**config.mk**
```make
export PLATFORM = sky130hd
export DESIGN_NAME = utx_periph
export DESIGN_NICKNAME = d
export VERILOG_FILES = /design/src/rtl/utx_pkg.sv /design/src/rtl/utx_baud.sv /design/src/rtl/utx_framer.sv /design/src/rtl/utx_shifter.sv /design/src/rtl/utx_periph.sv
export SDC_FILE = /design/constraint.sdc
export NUM_CORES = 1
export LEC_CHECK = 0
export BUFFER_PORTS_ARGS = -buffer_cell sky130_fd_sc_hd__buf_4
export CORE_UTILIZATION = 35
export DETAILED_ROUTE_END_ITERATION = 8
export MAX_ROUTING_LAYER = met4
export PLACE_DENSITY_LB_ADDON = 0.15
export SLEW_MARGIN = 20
export SYNTH_ARGS = -nofsm -noshare
export SYNTH_HDL_FRONTEND = slang
export SYNTH_HIERARCHICAL = 1
export SYNTH_SLANG_ARGS = --single-unit
```
**constraint.sdc**
```tcl
create_clock -name clk -period 7.25 [get_ports clk]
set_input_delay 1.0875 -clock clk [delete_from_list [all_inputs] [get_ports clk]]
set_output_delay 1.0875 -clock clk [all_outputs]
set_load 0.1 [all_outputs]
```
**src/rtl/utx_pkg.sv**
```systemverilog
package utx_pkg;
  localparam int ADDR_W    = 3;
  localparam int MAX_DATA  = 9;
  localparam int FRAME_W   = 1 + MAX_DATA + 1 + 2;
  localparam int LEN_W     = $clog2(FRAME_W + 1);
  localparam int OS_NORMAL = 16;
  localparam int OS_W      = $clog2(OS_NORMAL);

  localparam logic [ADDR_W-1:0] A_STAT  = 3'd0;
  localparam logic [ADDR_W-1:0] A_CTL1  = 3'd1;
  localparam logic [ADDR_W-1:0] A_CTL2  = 3'd2;
  localparam logic [ADDR_W-1:0] A_DIVLO = 3'd4;
  localparam logic [ADDR_W-1:0] A_DIVHI = 3'd5;
  localparam logic [ADDR_W-1:0] A_DATA  = 3'd6;

  function automatic logic [3:0] size_bits(input logic [2:0] code);
    case (code)
      3'd0: size_bits = 4'd5;
      3'd1: size_bits = 4'd6;
      3'd2: size_bits = 4'd7;
      3'd3: size_bits = 4'd8;
      default: size_bits = 4'd9;
    endcase
  endfunction
endpackage

```
**src/rtl/utx_baud.sv**
```systemverilog
module utx_baud
  import utx_pkg::*;
#(
  parameter int DIV_W = 12
) (
  input  logic             clk,
  input  logic             rst,
  input  logic             run,
  input  logic             dbl,
  input  logic [DIV_W-1:0] div,
  output logic             bit_tick
);
  logic [DIV_W-1:0] pre_q;
  logic [OS_W-1:0]  sub_q;
  logic [OS_W-1:0]  sub_last;

  assign sub_last = dbl ? OS_W'(OS_NORMAL/2 - 1) : OS_W'(OS_NORMAL - 1);
  assign bit_tick = run && (pre_q == div) && (sub_q == sub_last);

  always_ff @(posedge clk) begin
    if (rst || !run) begin
      pre_q <= '0;
      sub_q <= '0;
    end else if (pre_q == div) begin
      pre_q <= '0;
      sub_q <= (sub_q == sub_last) ? '0 : sub_q + 1'b1;
    end else begin
      pre_q <= pre_q + 1'b1;
    end
  end
endmodule

```
**src/rtl/utx_framer.sv**
```systemverilog
module utx_framer
  import utx_pkg::*;
(
  input  logic [MAX_DATA-1:0] data,
  input  logic [2:0]          size_code,
  input  logic [1:0]          par_mode,
  input  logic                stop2,
  output logic [FRAME_W-1:0]  frame,
  output logic [LEN_W-1:0]    len
);
  logic [3:0]          nbits;
  logic [MAX_DATA-1:0] mask;
  logic                par;
  logic [FRAME_W-1:0]  zeros;

  always_comb begin
    nbits = size_bits(size_code);
    mask  = {MAX_DATA{1'b1}} >> (4'(MAX_DATA) - nbits);
    par   = par_mode[0] ^ (^(data & mask));
    // Low bits of the frame: start bit plus every data bit that is 0.
    zeros = ({{(FRAME_W-MAX_DATA){1'b0}}, ~data & mask} << 1) | FRAME_W'(1);
    if (par_mode[1] && !par)
      zeros = zeros | (FRAME_W'(1) << (nbits + 4'd1));
    frame = ~zeros;
    len   = LEN_W'(4'd2 + nbits + {3'b000, par_mode[1]} + {3'b000, stop2});
  end
endmodule

```
**src/rtl/utx_shifter.sv**
```systemverilog
module utx_shifter
  import utx_pkg::*;
(
  input  logic               clk,
  input  logic               rst,
  input  logic               load,
  input  logic [FRAME_W-1:0] frame_in,
  input  logic [LEN_W-1:0]   len_in,
  input  logic               bit_tick,
  output logic               tx_out,
  output logic               busy,
  output logic               done
);
  logic [FRAME_W-1:0] shreg_q;
  logic [LEN_W-1:0]   left_q;

  always_ff @(posedge clk) begin
    if (rst) begin
      shreg_q <= '1;
      left_q  <= '0;
      busy    <= 1'b0;
      tx_out  <= 1'b1;
      done    <= 1'b0;
    end else begin
      done <= 1'b0;
      if (load && !busy) begin
        tx_out  <= frame_in[0];
        shreg_q <= frame_in >> 1;
        left_q  <= len_in;
        busy    <= 1'b1;
      end else if (busy && bit_tick) begin
        if (left_q == LEN_W'(1)) begin
          busy   <= 1'b0;
          tx_out <= 1'b1;
          done   <= 1'b1;
        end else begin
          tx_out  <= shreg_q[0];
          shreg_q <= shreg_q >> 1;
          left_q  <= left_q - 1'b1;
        end
      end
    end
  end
endmodule

```
**src/rtl/utx_periph.sv**
```systemverilog
module utx_periph
  import utx_pkg::*;
#(
  parameter int DIV_W = 12
) (
  input  logic              clk,
  input  logic              rst,
  input  logic [ADDR_W-1:0] bus_addr,
  input  logic              bus_wr,
  input  logic [7:0]        bus_wdata,
  output logic [7:0]        bus_rdata,
  input  logic              irq_empty_ack,
  input  logic              irq_done_ack,
  output logic              irq_empty,
  output logic              irq_done,
  output logic              tx_out
);
  localparam int HI_W = DIV_W - 8;

  logic             u2x_q;
  logic [7:0]       ctl1_q;
  logic [7:0]       ctl2_q;
  logic [DIV_W-1:0] div_q;
  logic [7:0]       buf_q;
  logic             buf_ninth_q;
  logic             buf_full;
  logic             udre;
  logic             txc;

  logic             data_acc;
  logic             txen_rise;
  logic             load;
  logic             busy;
  logic             done;
  logic             bit_tick;
  logic [FRAME_W-1:0] frame;
  logic [LEN_W-1:0]   len;
  logic [15:0]        div_ext;

  assign data_acc  = bus_wr && (bus_addr == A_DATA) && ctl1_q[3];
  assign txen_rise = bus_wr && (bus_addr == A_CTL1) && bus_wdata[3] && !ctl1_q[3];
  assign load      = buf_full && !busy;
  assign div_ext   = 16'(div_q);

  always_ff @(posedge clk) begin
    if (rst) begin
      u2x_q       <= 1'b0;
      ctl1_q      <= 8'h00;
      ctl2_q      <= 8'h06;
      div_q       <= '0;
      buf_q       <= 8'h00;
      buf_ninth_q <= 1'b0;
    end else if (bus_wr) begin
      case (bus_addr)
        A_STAT:  u2x_q <= bus_wdata[1];
        A_CTL1:  ctl1_q <= bus_wdata & 8'hFD;
        A_CTL2:  ctl2_q <= bus_wdata;
        A_DIVLO: div_q[7:0] <= bus_wdata;
        A_DIVHI: div_q[DIV_W-1:8] <= bus_wdata[HI_W-1:0];
        A_DATA: if (ctl1_q[3]) begin
          buf_q       <= bus_wdata;
          buf_ninth_q <= ctl1_q[0];
        end
        default: ;
      endcase
    end
  end

  always_ff @(posedge clk) begin
    if (rst) begin
      buf_full <= 1'b0;
      udre     <= 1'b1;
      txc      <= 1'b0;
    end else begin
      if (data_acc)      buf_full <= 1'b1;
      else if (load)     buf_full <= 1'b0;

      if (data_acc)                   udre <= 1'b0;
      else if (load || txen_rise)     udre <= 1'b1;
      else if (irq_empty_ack)         udre <= 1'b0;

      if (done && !buf_full && !data_acc)
        txc <= 1'b1;
      else if (irq_done_ack || (bus_wr && bus_addr == A_STAT && bus_wdata[6]))
        txc <= 1'b0;
    end
  end

  always_ff @(posedge clk) begin
    if (rst) begin
      bus_rdata <= 8'h00;
    end else begin
      case (bus_addr)
        A_STAT:  bus_rdata <= {1'b0, txc, udre, 3'b000, u2x_q, 1'b0};
        A_CTL1:  bus_rdata <= ctl1_q;
        A_CTL2:  bus_rdata <= ctl2_q;
        A_DIVLO: bus_rdata <= div_ext[7:0];
        A_DIVHI: bus_rdata <= div_ext[15:8];
        default: bus_rdata <= 8'h00;
      endcase
    end
  end

  assign irq_empty = udre & ctl1_q[5];
  assign irq_done  = txc & ctl1_q[6];

  utx_framer u_framer (
    .data      ({buf_ninth_q, buf_q}),
    .size_code ({ctl1_q[2], ctl2_q[2:1]}),
    .par_mode  (ctl2_q[5:4]),
    .stop2     (ctl2_q[3]),
    .frame     (frame),
    .len       (len)
  );

  utx_baud #(.DIV_W(DIV_W)) u_baud (
    .clk      (clk),
    .rst      (rst),
    .run      (busy),
    .dbl      (u2x_q),
    .div      (div_q),
    .bit_tick (bit_tick)
  );

  utx_shifter u_shift (
    .clk      (clk),
    .rst      (rst),
    .load     (load),
    .frame_in (frame),
    .len_in   (len),
    .bit_tick (bit_tick),
    .tx_out   (tx_out),
    .busy     (busy),
    .done     (done)
  );
endmodule

```
==> summary.md <==
| Metric | Value |
|---|---|
| Proportion of synthesized chip area in sequential cells | between 30% and 40% |
| Post-layout power | about 0.0010 W |
| Detailed-placement wirelength estimate | ~7300 µm |
| Clock tree from TritonCTS | yes |
| Largest voltage drop on the vdd net | between 0.1 and 0.15 mV |
| Peak Freq | ~300 MHz |
| N_diodes | 0 |
| Width of the die | roughly 120 µm |
| Skew final | ~0.010 ns |
| Total of max-cap violations | 0 |
| Post-synth cell types | 67 |
| Top library cells by usage in the layout, fill and taps aside | sky130_fd_sc_hd__dfxtp_1 (84), sky130_fd_sc_hd__nor2_1 (68), sky130_fd_sc_hd__mux2i_1 (41), sky130_fd_sc_hd__nand2_1 (41) |
| Count of nets left with antenna violations after detail routing | 0 |
| Leading cell type in the layout, fill and taps excluded | sky130_fd_sc_hd__dfxtp_1 |
| Area grow syn2layout | 10.0% |
| Fin. Hold Viols | 0 |
| Leakage power figure | around 2.0 nW |
| Clock transition at the registers of the reported paths | 0.07 ns |
| Min Clock Period, post-route | 3.34 ns |
| Final #Nets | ~550 |
| Pwr/cell area | between 200 and 250 nW/µm² |
| Setup repair after global routing missed its margin | no |
| Post-CTS resize count | 0 |
| Initial core utilization | a little over a third |
| Area of the core | between 10000 and 15000 µm² |
| Area share of the largest cell type after synthesis | 35.9% |
| Final RePlAce weighted congestion | ~0.87 |
| Die height | around 120 µm |
| CTS sink cnt | 84 |
| Largest stage delay on the critical path | 0.71 ns |
| Final cell area excluding filler cells | around 5200 µm² |
| FFs w/ async S/R, synth | 0% |
| Post-synthesis instance total | 514 |
| Number of buffers inserted by hold repair at cts | 0 |
| Number of slew-limit violations in the final report | 0 |
| Count of synthesis-stage warnings from yosys | 6 |
| Detailed router's first-iteration violation count | ~200 |
| Number of endpoints failing setup at the final stage | 0 |
| Reg2Reg Setup Slack | 3.91 ns |
| Via total after detailed routing | 3469 |
| Beginning of the worst register-to-register path | ctl2_q[1]$_SDFFE_PP1P_ |
| Routed WL | 10600 µm |
| CP Capture Type | flop |
| Primary FF master, synth | sky130_fd_sc_hd__dfxtp_1 |
| Placed standard-cell area | a little under 5000 µm² |
| Vias per std cell | 4.97 |
| Min-delay worst type | flop to flop |
| Cell area after technology mapping | 4690 µm² |
| Count of flip-flops with a built-in enable after synthesis | 0 |
| Wire length of the first global-routing pass | roughly 18000 µm |
| Routed wirelength normalized by instance count | 15.2 µm |
| Period Utilization, post-route | 46.1% |
| Startpoint of the tightest hold check path | u_shift/shreg_q[12]$_SDFFE_PP1P_ |
| Critical path launch point | ctl2_q[1]$_SDFFE_PP1P_ |
| Setup total negative slack | 0 ns |
| Largest area contributor in the synthesized netlist | sky130_fd_sc_hd__dfxtp_1 |
| Number of antenna violations at the first check in global routing | 0 |
| Count of unresolved DRC violations after routing | 0 |
| Slowest library cell on the worst path | sky130_fd_sc_hd__dfxtp_1 |
| Number of setup buffers added after CTS | 0 |
| Largest cells by area after synthesis | sky130_fd_sc_hd__dfxtp_1 (36%), sky130_fd_sc_hd__mux2i_1 (8.8%), sky130_fd_sc_hd__nor2_1 (5.4%) |
| Classification of the worst setup path | flop to flop |
| TritonCTS Buffers | 9 |
| H-Tree Level Count | 3 |
| Root buffer cell | sky130_fd_sc_hd__clkbuf_16 |
| Via count of the first global-routing pass | about 3300 |
| Maximum number of pins on one net before global-route repair | 84 |
| Number of port buffers | 26 |
| Overflow left after global routing | 0 |
| Max FO, Critical Path | 14 |
| Worst setup path end | u_shift/shreg_q[6]$_SDFFE_PP1P_ |
| FF-to-FF End | u_shift/shreg_q[6]$_SDFFE_PP1P_ |
| Status | complete, no violations |
| Data arrival at the endpoint of the critical path | 3.62 ns |
| Later-pin clock latency in the skew report | roughly 0.35 ns |
| Cell Rows | 41 |
| Required time reported for the critical path endpoint | 7.53 ns |
| First-pass DRT Iterations | 4 |
| Slew headroom | a little under half |
| Buffer levels on the longest clock path | 2 |
| Kind of start point of the critical path | flop |
| Most common cell type on the critical path | sky130_fd_sc_hd__xnor2_1 |
| Syn Area/Cell | around 9.1 µm² |
| Count of cells along the worst register-to-register path | 13 |
| Global router's overall resource usage | ~17% |
| Worst-path cell chain | xor2_1 > nand2b_1 > ha_1 > o21ai_1 > nand3_1 > o21ai_2 > xnor2_1 > xnor2_1 > xnor3_2 > a41oi_2 > nand2_1 > and3_1 > o21bai_1 |
| Pin slew with the least headroom to its limit | around 0.8 ns |
| Total Die Area | between 10000 and 15000 µm² |
| FF+latch count, synth | 84 |
| Fraction of layout cells with a size suffix above 1 | between 10% and 20% |
| Top-Level Pins | 27 |
layer usage:
| metal | global-route usage (%) | part of all wire, % | routed length (µm) | vias up |
|---|---|---|---|---|
| li1 | - | - | - | 1779 |
| met1 | 21.9 | 51 | 5360 | 1638 |
| met2 | 24.9 | 46 | 4840 | 42 |
| met3 | 3.49 | 2.3 | 247 | 10 |
| met4 | 6.09 | 1.4 | 144 | 0 |
| met5 | - | 0 | 0 | - |
where the power goes:
part	internal (W)	switching, W
combinational	0.0000372	0.0000594
clock	0.000278	0.000194
sequential	0.000467	0.00000625
per-stage QoR:
step	util, %	instances	hold WS (ns)	setup WS [ns]
floorplan	-	515	0.426	4.35
global placement	37.9	682	0.437	4.02
detailed placement	37.9	682	0.443	3.97
CTS	40.2	698	0.458	3.93
global route	40.2	698	0.475	3.66
finish	40.2	698	0.455	3.91
critical path, delay by kind of cell, from the launching register on:
| family | cells | cell delay (ns) |
|---|---|---|
| XOR/XNOR | 4 | 1.05 |
| flip-flops | 1 | 0.71 |
| adder cells (fa/ha/maj) | 1 | 0.52 |
| AND/OR/NAND/NOR | 4 | 0.51 |
| AO/OA/AOI/OAI | 4 | 0.48 |
cell type report:
class / count / area, µm²
multi-input combinational: 386 / 2710
clock inverter: 5 / 57.6
fill: 1337 / 7670
inverter: 13 / 48.8
timing repair buffer: 27 / 203
clock buffer: 11 / 243
tap: 172 / 215
sequential: 84 / 1680
worst min path at each step:
stage | cells after the start | end
floorplan | 1 | u_shift/shreg_q[12]$_SDFFE_PP1P_
global placement | 1 | u_shift/shreg_q[12]$_SDFFE_PP1P_
detailed placement | 1 | u_shift/shreg_q[12]$_SDFFE_PP1P_
CTS | 1 | u_shift/shreg_q[12]$_SDFFE_PP1P_
global route | 1 | u_shift/shreg_q[12]$_SDFFE_PP1P_
finish | 1 | u_shift/shreg_q[12]$_SDFFE_PP1P_
flip-flops by register name (all words and copies together) (netlist names), 4 cells and up:
name and flops:
u_shift/left_q 4, u_baud/pre_q 12, ctl1_q 7, div_q 12, u_baud/sub_q 4, u_shift/shreg_q 13, ctl2_q 8, bus_rdata 8
buf_q 8
logic make-up (layout without fill, tap and decap cells):
family,Yosys count,in the layout,share of synthesized area [%]
XOR/XNOR,38,38,7.74
other,2,3,0.160
AND/OR/NAND/NOR,223,223,25.6
flip-flops,84,84,35.9
adder cells (fa/ha/maj),11,11,3.10
AO/OA/AOI/OAI,65,65,11.0
multiplexers,46,46,9.95
buffers and inverters,45,56,6.56
cell usage after synthesis, types with 3 or more instances:
library cell and instances:
sky130_fd_sc_hd__nor3b_1 4, sky130_fd_sc_hd__buf_4 6, sky130_fd_sc_hd__a31oi_1 3, sky130_fd_sc_hd__buf_6 15
sky130_fd_sc_hd__a22oi_1 3, sky130_fd_sc_hd__buf_2 3, sky130_fd_sc_hd__inv_1 13, sky130_fd_sc_hd__clkbuf_1 8
sky130_fd_sc_hd__nor3_1 10, sky130_fd_sc_hd__nor4_1 6, sky130_fd_sc_hd__or3_1 4, sky130_fd_sc_hd__o21ai_2 3
sky130_fd_sc_hd__mux2i_1 41, sky130_fd_sc_hd__nand3_1 6, sky130_fd_sc_hd__ha_1 10, sky130_fd_sc_hd__nor2_2 3
sky130_fd_sc_hd__nor2b_1 14, sky130_fd_sc_hd__a211oi_1 4, sky130_fd_sc_hd__dfxtp_1 84, sky130_fd_sc_hd__nand4b_1 4
sky130_fd_sc_hd__nor4bb_1 3, sky130_fd_sc_hd__nand4_1 3, sky130_fd_sc_hd__and3_1 15, sky130_fd_sc_hd__xor2_1 8
sky130_fd_sc_hd__a221oi_1 3, sky130_fd_sc_hd__nor2_1 68, sky130_fd_sc_hd__xnor2_1 27, sky130_fd_sc_hd__a21oi_1 14
sky130_fd_sc_hd__nand2b_1 24, sky130_fd_sc_hd__o31ai_1 3, sky130_fd_sc_hd__nand2_1 41, sky130_fd_sc_hd__mux2_1 5
sky130_fd_sc_hd__o21bai_1 13
No activity file was read; power rests on OpenSTA's default activity.
